### config.mk
export PLATFORM = sky130hd
export DESIGN_NAME = dual_down_timer
export DESIGN_NICKNAME = d
export VERILOG_FILES = /design/src/rtl/ddt_pkg.sv /design/src/rtl/ddt_core.sv /design/src/rtl/ddt_unlock.sv /design/src/rtl/ddt_channel.sv /design/src/rtl/dual_down_timer.sv
export SDC_FILE = /design/constraint.sdc
export NUM_CORES = 1
export LEC_CHECK = 0
export ABC_CLOCK_PERIOD_IN_PS = 7700
export BUFFER_PORTS_ARGS = -buffer_cell sky130_fd_sc_hd__buf_4
export CAP_MARGIN = 5
export CELL_PAD_IN_SITES_DETAIL_PLACEMENT = 1
export CELL_PAD_IN_SITES_GLOBAL_PLACEMENT = 2
export CORE_ASPECT_RATIO = 0.8
export CORE_MARGIN = 2
export CORE_UTILIZATION = 40
export DETAILED_ROUTE_END_ITERATION = 16
export PLACE_DENSITY = 0.95
export SYNTH_ARGS = -nofsm -noshare
export SYNTH_HDL_FRONTEND = slang
export SYNTH_SLANG_ARGS = --single-unit
### constraint.sdc
create_clock -name clk -period 7.7 [get_ports clk]
set_input_delay 0.385 -clock clk [delete_from_list [all_inputs] [get_ports clk]]
set_output_delay 0.385 -clock clk [all_outputs]
set_load 0.01 [all_outputs]
### src/rtl/ddt_pkg.sv
package ddt_pkg;
   localparam int PRE_W = 8;

   localparam logic [2:0] IDX_LOAD   = 3'd0;
   localparam logic [2:0] IDX_COUNT  = 3'd1;
   localparam logic [2:0] IDX_CTRL   = 3'd2;
   localparam logic [2:0] IDX_FLAG   = 3'd3;
   localparam logic [2:0] IDX_CAUSE  = 3'd4;
   localparam logic [2:0] IDX_DISARM = 3'd5;

   typedef struct packed {
      logic [PRE_W-1:0] presc;
      logic             wdog;
      logic             ien;
      logic             auto_rl;
      logic             run;
   } ctrl_t;

   // Control word layout as seen on the bus (low 16 bits).
   function automatic logic [15:0] ctrl_to_word(ctrl_t c);
      return {c.presc, 4'h0, c.wdog, c.ien, c.auto_rl, c.run};
   endfunction
endpackage

### src/rtl/ddt_core.sv
module ddt_core #(
   parameter int CNT_W = 32,
   parameter int PRE_W = 8
) (
   input  logic             clk,
   input  logic             rst_n,
   input  logic             tick_en,
   input  logic             run,
   input  logic             auto_rl,
   input  logic [PRE_W-1:0] presc,
   input  logic             load_wr,
   input  logic [CNT_W-1:0] load_new,
   input  logic [CNT_W-1:0] load_val,
   output logic [CNT_W-1:0] count,
   output logic             zero_evt
);
   localparam logic [CNT_W-1:0] ONE = CNT_W'(1);

   logic [PRE_W-1:0] pre_q;
   logic [CNT_W-1:0] cnt_q;
   logic [CNT_W-1:0] cnt_nxt;
   logic             active;
   logic             step;
   logic             at_zero;
   logic             at_one;

   assign active  = run && tick_en;
   assign step    = active && (pre_q >= presc);
   assign at_zero = (cnt_q == '0);
   assign at_one  = (cnt_q == ONE);

   always_comb begin
      if (!at_zero)     cnt_nxt = cnt_q - ONE;
      else if (auto_rl) cnt_nxt = load_val;
      else              cnt_nxt = cnt_q;
   end

   // A step that lands on zero, including a zero reload value re-arriving.
   assign zero_evt = step && (at_one || (at_zero && auto_rl && (load_val == '0)));

   always_ff @(posedge clk or negedge rst_n) begin
      if (!rst_n) begin
         pre_q <= '0;
         cnt_q <= '0;
      end else if (load_wr) begin
         pre_q <= '0;
         cnt_q <= load_new;
      end else if (active) begin
         if (step) begin
            pre_q <= '0;
            cnt_q <= cnt_nxt;
         end else begin
            pre_q <= pre_q + 1'b1;
         end
      end
   end

   assign count = cnt_q;
endmodule

### src/rtl/ddt_unlock.sv
module ddt_unlock #(
   parameter int                DATA_W   = 32,
   parameter logic [DATA_W-1:0] KEY_A    = DATA_W'(32'h1234_5678),
   parameter logic [DATA_W-1:0] KEY_B    = DATA_W'(32'h8765_4321),
   parameter logic [DATA_W-1:0] ARM_WORD = DATA_W'(1)
) (
   input  logic              clk,
   input  logic              rst_n,
   input  logic              any_wr,
   input  logic              dis_wr,
   input  logic [DATA_W-1:0] wdata,
   output logic              arm,
   output logic              disarm
);
   logic half_q;

   // Every bus write re-decides the half-done state; only the first key arms it.
   always_ff @(posedge clk or negedge rst_n) begin
      if (!rst_n)      half_q <= 1'b0;
      else if (any_wr) half_q <= dis_wr && (wdata == KEY_A);
   end

   assign disarm = dis_wr && half_q && (wdata == KEY_B);
   assign arm    = dis_wr && (wdata == ARM_WORD);
endmodule

### src/rtl/ddt_channel.sv
module ddt_channel
   import ddt_pkg::*;
#(
   parameter int                DATA_W   = 32,
   parameter int                CNT_W    = 32,
   parameter bit                WDOG_CAP = 1'b0,
   parameter logic [DATA_W-1:0] KEY_A    = DATA_W'(32'h1234_5678),
   parameter logic [DATA_W-1:0] KEY_B    = DATA_W'(32'h8765_4321),
   parameter logic [DATA_W-1:0] ARM_WORD = DATA_W'(1)
) (
   input  logic              clk,
   input  logic              rst_n,
   input  logic              tick_en,
   input  logic              any_wr,
   input  logic              ch_wr,
   input  logic [2:0]        reg_idx,
   input  logic [DATA_W-1:0] wdata,
   output logic [DATA_W-1:0] rdata,
   output ctrl_t             ctrl_o,
   output logic [CNT_W-1:0]  count_o,
   output logic              irq,
   output logic              rst_req
);
   localparam int CTL_PRE_LSB = 8;

   logic [CNT_W-1:0] load_q;
   ctrl_t            ctrl_q;
   logic             flag_q;
   logic             cause_q;
   logic             rst_q;
   logic             wd_nxt;
   logic             arm;
   logic             disarm;
   logic             zero_evt;
   logic [CNT_W-1:0] count;
   logic             wr_load, wr_ctrl, wr_flag, wr_cause, wr_dis;

   assign wr_load  = ch_wr && (reg_idx == IDX_LOAD);
   assign wr_ctrl  = ch_wr && (reg_idx == IDX_CTRL);
   assign wr_flag  = ch_wr && (reg_idx == IDX_FLAG);
   assign wr_cause = ch_wr && (reg_idx == IDX_CAUSE);
   assign wr_dis   = ch_wr && (reg_idx == IDX_DISARM);

   ddt_core #(.CNT_W(CNT_W), .PRE_W(PRE_W)) u_core (
      .clk      (clk),
      .rst_n    (rst_n),
      .tick_en  (tick_en),
      .run      (ctrl_q.run),
      .auto_rl  (ctrl_q.auto_rl),
      .presc    (ctrl_q.presc),
      .load_wr  (wr_load),
      .load_new (wdata[CNT_W-1:0]),
      .load_val (load_q),
      .count    (count),
      .zero_evt (zero_evt)
   );

   generate
      if (WDOG_CAP) begin : g_wd
         ddt_unlock #(
            .DATA_W(DATA_W), .KEY_A(KEY_A), .KEY_B(KEY_B), .ARM_WORD(ARM_WORD)
         ) u_unlock (
            .clk    (clk),
            .rst_n  (rst_n),
            .any_wr (any_wr),
            .dis_wr (wr_dis),
            .wdata  (wdata),
            .arm    (arm),
            .disarm (disarm)
         );

         always_ff @(posedge clk or negedge rst_n) begin
            if (!rst_n) begin
               cause_q <= 1'b0;
               rst_q   <= 1'b0;
            end else begin
               if (zero_evt && ctrl_q.wdog)   cause_q <= 1'b1;
               else if (wr_cause && wdata[0]) cause_q <= 1'b0;
               rst_q <= zero_evt && ctrl_q.wdog && !rst_q;
            end
         end

         always_comb begin
            wd_nxt = ctrl_q.wdog;
            if (wr_ctrl && wdata[3]) wd_nxt = 1'b1;
            if (arm)                 wd_nxt = 1'b1;
            if (disarm)              wd_nxt = 1'b0;
         end
      end else begin : g_tmr
         assign arm     = 1'b0;
         assign disarm  = 1'b0;
         assign cause_q = 1'b0;
         assign rst_q   = 1'b0;
         assign wd_nxt  = 1'b0;
      end
   endgenerate

   always_ff @(posedge clk or negedge rst_n) begin
      if (!rst_n) begin
         load_q <= '0;
         ctrl_q <= '0;
         flag_q <= 1'b0;
      end else begin
         if (wr_load) load_q <= wdata[CNT_W-1:0];
         if (wr_ctrl) begin
            ctrl_q.run     <= wdata[0];
            ctrl_q.auto_rl <= wdata[1];
            ctrl_q.ien     <= wdata[2];
            ctrl_q.presc   <= wdata[CTL_PRE_LSB +: PRE_W];
         end
         ctrl_q.wdog <= wd_nxt;
         if (zero_evt && !ctrl_q.wdog) flag_q <= 1'b1;
         else if (wr_flag && wdata[0]) flag_q <= 1'b0;
      end
   end

   always_comb begin
      case (reg_idx)
         IDX_LOAD:  rdata = DATA_W'(load_q);
         IDX_COUNT: rdata = DATA_W'(count);
         IDX_CTRL:  rdata = DATA_W'(ctrl_to_word(ctrl_q));
         IDX_FLAG:  rdata = DATA_W'(flag_q);
         IDX_CAUSE: rdata = DATA_W'(cause_q);
         default:   rdata = '0;
      endcase
   end

   assign ctrl_o  = ctrl_q;
   assign count_o = count;
   assign irq     = flag_q && ctrl_q.ien && !ctrl_q.wdog;
   assign rst_req = rst_q;
endmodule

### src/rtl/dual_down_timer.sv
module dual_down_timer
   import ddt_pkg::*;
#(
   parameter int                ADDR_W   = 6,
   parameter int                DATA_W   = 32,
   parameter int                CNT_W    = 32,
   parameter logic [DATA_W-1:0] KEY_A    = DATA_W'(32'h1234_5678),
   parameter logic [DATA_W-1:0] KEY_B    = DATA_W'(32'h8765_4321),
   parameter logic [DATA_W-1:0] ARM_WORD = DATA_W'(1)
) (
   input  logic              clk,
   input  logic              rst_n,
   input  logic              tick_en,
   input  logic              bus_sel,
   input  logic              bus_we,
   input  logic [ADDR_W-1:0] bus_addr,
   input  logic [DATA_W-1:0] bus_wdata,
   output logic [DATA_W-1:0] bus_rdata,
   output logic              tmr_irq,
   output logic              wdt_irq,
   output logic              rst_req
);
   localparam int NUM_CH  = 2;
   localparam int IDX_LSB = 2;
   localparam int IDX_W   = 3;
   localparam int CH_BIT  = IDX_LSB + IDX_W;

   generate
      if (ADDR_W < CH_BIT + 1) begin : g_bad_addr
         $error("ADDR_W too small for two register windows");
      end
      if (DATA_W < 16) begin : g_bad_data
         $error("DATA_W must hold the 16-bit control word");
      end
      if (CNT_W < 2 || CNT_W > DATA_W) begin : g_bad_cnt
         $error("CNT_W must lie between 2 and DATA_W");
      end
   endgenerate

   logic              hi_ok;
   logic              any_wr;
   logic              ch_sel;
   logic [IDX_W-1:0]  reg_idx;
   logic [DATA_W-1:0] ch_rdata [NUM_CH];
   ctrl_t             ch_ctrl  [NUM_CH];
   logic [CNT_W-1:0]  ch_count [NUM_CH];
   logic              ch_irq   [NUM_CH];
   logic              ch_rst   [NUM_CH];
   ctrl_t             tmr_ctrl, wd_ctrl;
   logic [CNT_W-1:0]  tmr_count;

   generate
      if (ADDR_W > CH_BIT + 1) begin : g_hi
         assign hi_ok = (bus_addr[ADDR_W-1:CH_BIT+1] == '0);
      end else begin : g_nohi
         assign hi_ok = 1'b1;
      end
   endgenerate

   assign any_wr  = bus_sel && bus_we;
   assign ch_sel  = bus_addr[CH_BIT];
   assign reg_idx = bus_addr[CH_BIT-1:IDX_LSB];

   generate
      for (genvar i = 0; i < NUM_CH; i++) begin : g_ch
         ddt_channel #(
            .DATA_W   (DATA_W),
            .CNT_W    (CNT_W),
            .WDOG_CAP (i == NUM_CH - 1),
            .KEY_A    (KEY_A),
            .KEY_B    (KEY_B),
            .ARM_WORD (ARM_WORD)
         ) u_ch (
            .clk     (clk),
            .rst_n   (rst_n),
            .tick_en (tick_en),
            .any_wr  (any_wr),
            .ch_wr   (any_wr && hi_ok && (ch_sel == 1'(i))),
            .reg_idx (reg_idx),
            .wdata   (bus_wdata),
            .rdata   (ch_rdata[i]),
            .ctrl_o  (ch_ctrl[i]),
            .count_o (ch_count[i]),
            .irq     (ch_irq[i]),
            .rst_req (ch_rst[i])
         );
      end
   endgenerate

   assign bus_rdata = (bus_sel && hi_ok) ? ch_rdata[ch_sel] : '0;
   assign tmr_irq   = ch_irq[0];
   assign wdt_irq   = ch_irq[1];
   assign rst_req   = ch_rst[1] || ch_rst[0];

   assign tmr_ctrl  = ch_ctrl[0];
   assign wd_ctrl   = ch_ctrl[1];
   assign tmr_count = ch_count[0];
endmodule

==> impl_metrics.json <==
{
  "status": "complete, no violations",
  "layout-drive-gt1-share_pct": 11.3,
  "drt_iter0_drc": 1050,
  "post_drt_wl_per_cell_um": 24.5,
  "synthFlopType": "dfrtp_1",
  "cts_buffer_depth": 2,
  "drc": 0,
  "cts-root-buf": "clkbuf_16",
  "vias": 11200,
  "rsz0062_at_grt": "no",
  "synth_cells": 1364,
  "hold_class": "input pin to flop",
  "hold_violations": 0,
  "setup_viol": 0,
  "timing.setup.tns_ns": 0,
  "path_buf_inv": 1,
  "syn_area_mm2": 0.0109,
  "cp.required_ns": 8.02,
  "worst_pin_slew_ns": 1.07,
  "drv_slew": 0,
  "drt-total-wl_um": 43100,
  "synth_largest_area_cell": "dfrtp_1",
  "grt_max_degree": 66,
  "final_nets": 1456,
  "ir_drop_mv": 0.173,
  "hpwl_um": 30100,
  "min_path_cells": 3,
  "period_share_pct": 52.8,
  "slowest_stage": "nand4_2",
  "syn-num-nets": 1429,
  "fmax_ghz": 0.246,
  "path_class": "flop to flop",
  "firstDrtPassIters": 5,
  "synthArstFlopShare_pct": 100,
  "use_met3_pct": 5.68,
  "core_area_mm2": 0.0265,
  "maxCapViolations": 0,
  "synthDistinctLibCells": 71,
  "end_kind": "flop",
  "clock-sinks": 172,
  "finalCriticalPeriod_ns": 4.06,
  "gp_congestion": 0.919,
  "cp.depth": 8,
  "die-area_mm2": 0.0285,
  "rows": 53,
  "syn_area_per_cell_um2": 7.96,
  "slew_headroom_pct": 28.1,
  "die_h_um": 151,
  "cts-resized-gates": 0,
  "gr-usage-all-layers_pct": 31.0,
  "ys_warn_count": 0,
  "die_w_um": 188,
  "cp-start-kind": "flop",
  "p_per_area_mw_per_mm2": 257,
  "ys_top_cells_by_area": "dfrtp_1 40%, nand2_1 9.8%, nor2_1 4.7%, a21oi_1 3.9%, o21ai_0 3.6%",
  "overflow": 0,
  "cp_max_fo": 28,
  "clkLatencyLatePin_ns": 0.45,
  "syn2layout_area_growth_pct": 13.5,
  "crit_chain": "nor4_1, and4b_1, nand4_2, o211ai_2, buf_4, nand2_1, a21oi_1, a31oi_1",
  "ant_nets": 0,
  "ys_seq_area_share_pct": 39.6,
  "ios": 78,
  "numPortBuffers": 75,
  "vias_per_cell": 6.35,
  "use_met2_pct": 47.1,
  "synth_edf_count": 0,
  "start_util_pct": 41.0,
  "synth_seq_cells": 172,
  "antenna_found_initial": 0,
  "synth.top_cell.area_share_pct": 39.6,
  "r2r_cells": 8,
  "mostFrequentLayoutCell": "nand2_1",
  "cp_data_arrival_time_ns": 4.38,
  "htreeDepth": 4,
  "cts_tree": "yes",
  "leakagePower_uw": 0.00541,
  "grt_pass1_vias": 11200,
  "n_antenna_cell": 0,
  "skew_ns": 0.0108,
  "grtUsageMet1_pct": 44.8,
  "numCtsBuffers": 17,
  "grt_busiest_layer": "met2",
  "max_stage_delay_ns": 0.75,
  "final_cell_mix": "283 x nand2_1, 172 x dfrtp_1, 136 x nor2_1",
  "clkSlewWorstSetupHoldPaths_ns": 0.07,
  "grt_first_pass_wirelength_um": 67400,
  "critical_path.top_delay_family": "simple AND/OR/NAND/NOR gates",
  "power_uw": 3170
}
==> per-stage QoR <==
step | setup slack (ns) | cells | hold WS (ns) | instance area, µm² | util, %
6_report | 3.64 | 1760 | 0.197 | 12300 | 46.6
5_1_grt | 3.48 | 1760 | 0.203 | 12300 | 46.6
4_1_cts | 3.81 | 1760 | 0.195 | 12300 | 46.6
3_5_place_dp | 3.85 | 1728 | 0.355 | 11700 | 44.2
3_3_place_gp | 3.89 | 1728 | 0.350 | 11700 | 44.2
2_1_floorplan | 5.07 | 1364 | 0.0894 | 10900 | -
==> worst paths after layout <==
kind                                              start                       endpoint  slack, ns
setup / recovery           g_ch[0].u_ch.u_core.count[4]  g_ch[0].u_ch.u_core.count[25]       3.64
hold / removal                             bus_wdata[5]         g_ch[1].u_ch.load_q[5]       0.20
setup reg to reg           g_ch[0].u_ch.u_core.count[4]  g_ch[0].u_ch.u_core.count[25]       3.64
hold reg to reg                    g_ch[1].u_ch.rst_req           g_ch[1].u_ch.rst_req       0.45
max in group asynchronous                         rst_n   g_ch[1].u_ch.u_core.pre_q[7]       5.97
min in group asynchronous                         rst_n   g_ch[0].u_ch.u_core.count[8]       0.46
==> timing repair <==
item	CTS	global route
endpoints found under the hold margin	46	0
hold buffers	1	0
setup buffers	0	0
==> flip-flops by register name, summed over array words and instances (netlist names) <==
register and flops:
g_ch.u_ch.rst_req 1, g_ch.u_ch.u_core.pre_q 16, g_ch.u_ch.load_q 64, g_ch.u_ch.flag_q 2, g_ch.u_ch.u_core.count 64, g_ch.u_ch.ctrl_o 23, g_ch.u_ch.cause_q 1, g_ch.u_ch.g_wd.u_unlock.half_q 1
==> worst register-to-register path, cell delays in order (launching register included) <==
cell      delay (ns)
dfrtp_1         0.47
nor4_1          0.67
and4b_1         0.49
nand4_2         0.75
o211ai_2        0.68
buf_4           0.36
nand2_1         0.26
a21oi_1         0.21
a31oi_1         0.05
==> routing by layer <==
metal	wire, µm	up-vias
li1	-	4956
met1	19800	5676
met2	18600	485
met3	3510	66
met4	1170	0
met5	0	-
==> cells by family after synthesis <==
logic type      synth area share, %
simple gates                   27.7
xor+xnor                       1.05
buf+inv                        4.15
compound gates                 20.3
fa+ha+maj                      2.54
flops                          39.6
mux                            4.61
==> area by class of cell <==
| class | count | area (µm²) |
|---|---|---|
| clock buffers | 18 | 439 |
| clock inverters | 13 | 189 |
| fillers | 3151 | 14100 |
| inverters | 30 | 113 |
| multi-input cells | 1077 | 6130 |
| flip-flops and latches | 172 | 4300 |
| well taps | 357 | 447 |
| repair buffers | 93 | 704 |
==> synthesized netlist by cell type, drive strengths merged (12+ instances only) <==
master and n:
and2 28, nand4 15, dfrtp 172, mux2i 32
inv 29, clkbuf 64, mux2 12, o211ai 14
nor2 137, a211oi 26, nor3 28, a21oi 85
nor4 42, o22ai 21, a22oi 46, buf 21
nand2 284, ha 22, o21ai 93, a31oi 17
nand3 33, or4 17
==> power by group <==
group / switching, µW / internal (µW)
sequential: 301 / 1100
clock: 408 / 554
combinational: 488 / 325
total: 1200 / 1970
Power figures use the tool's default switching activity.
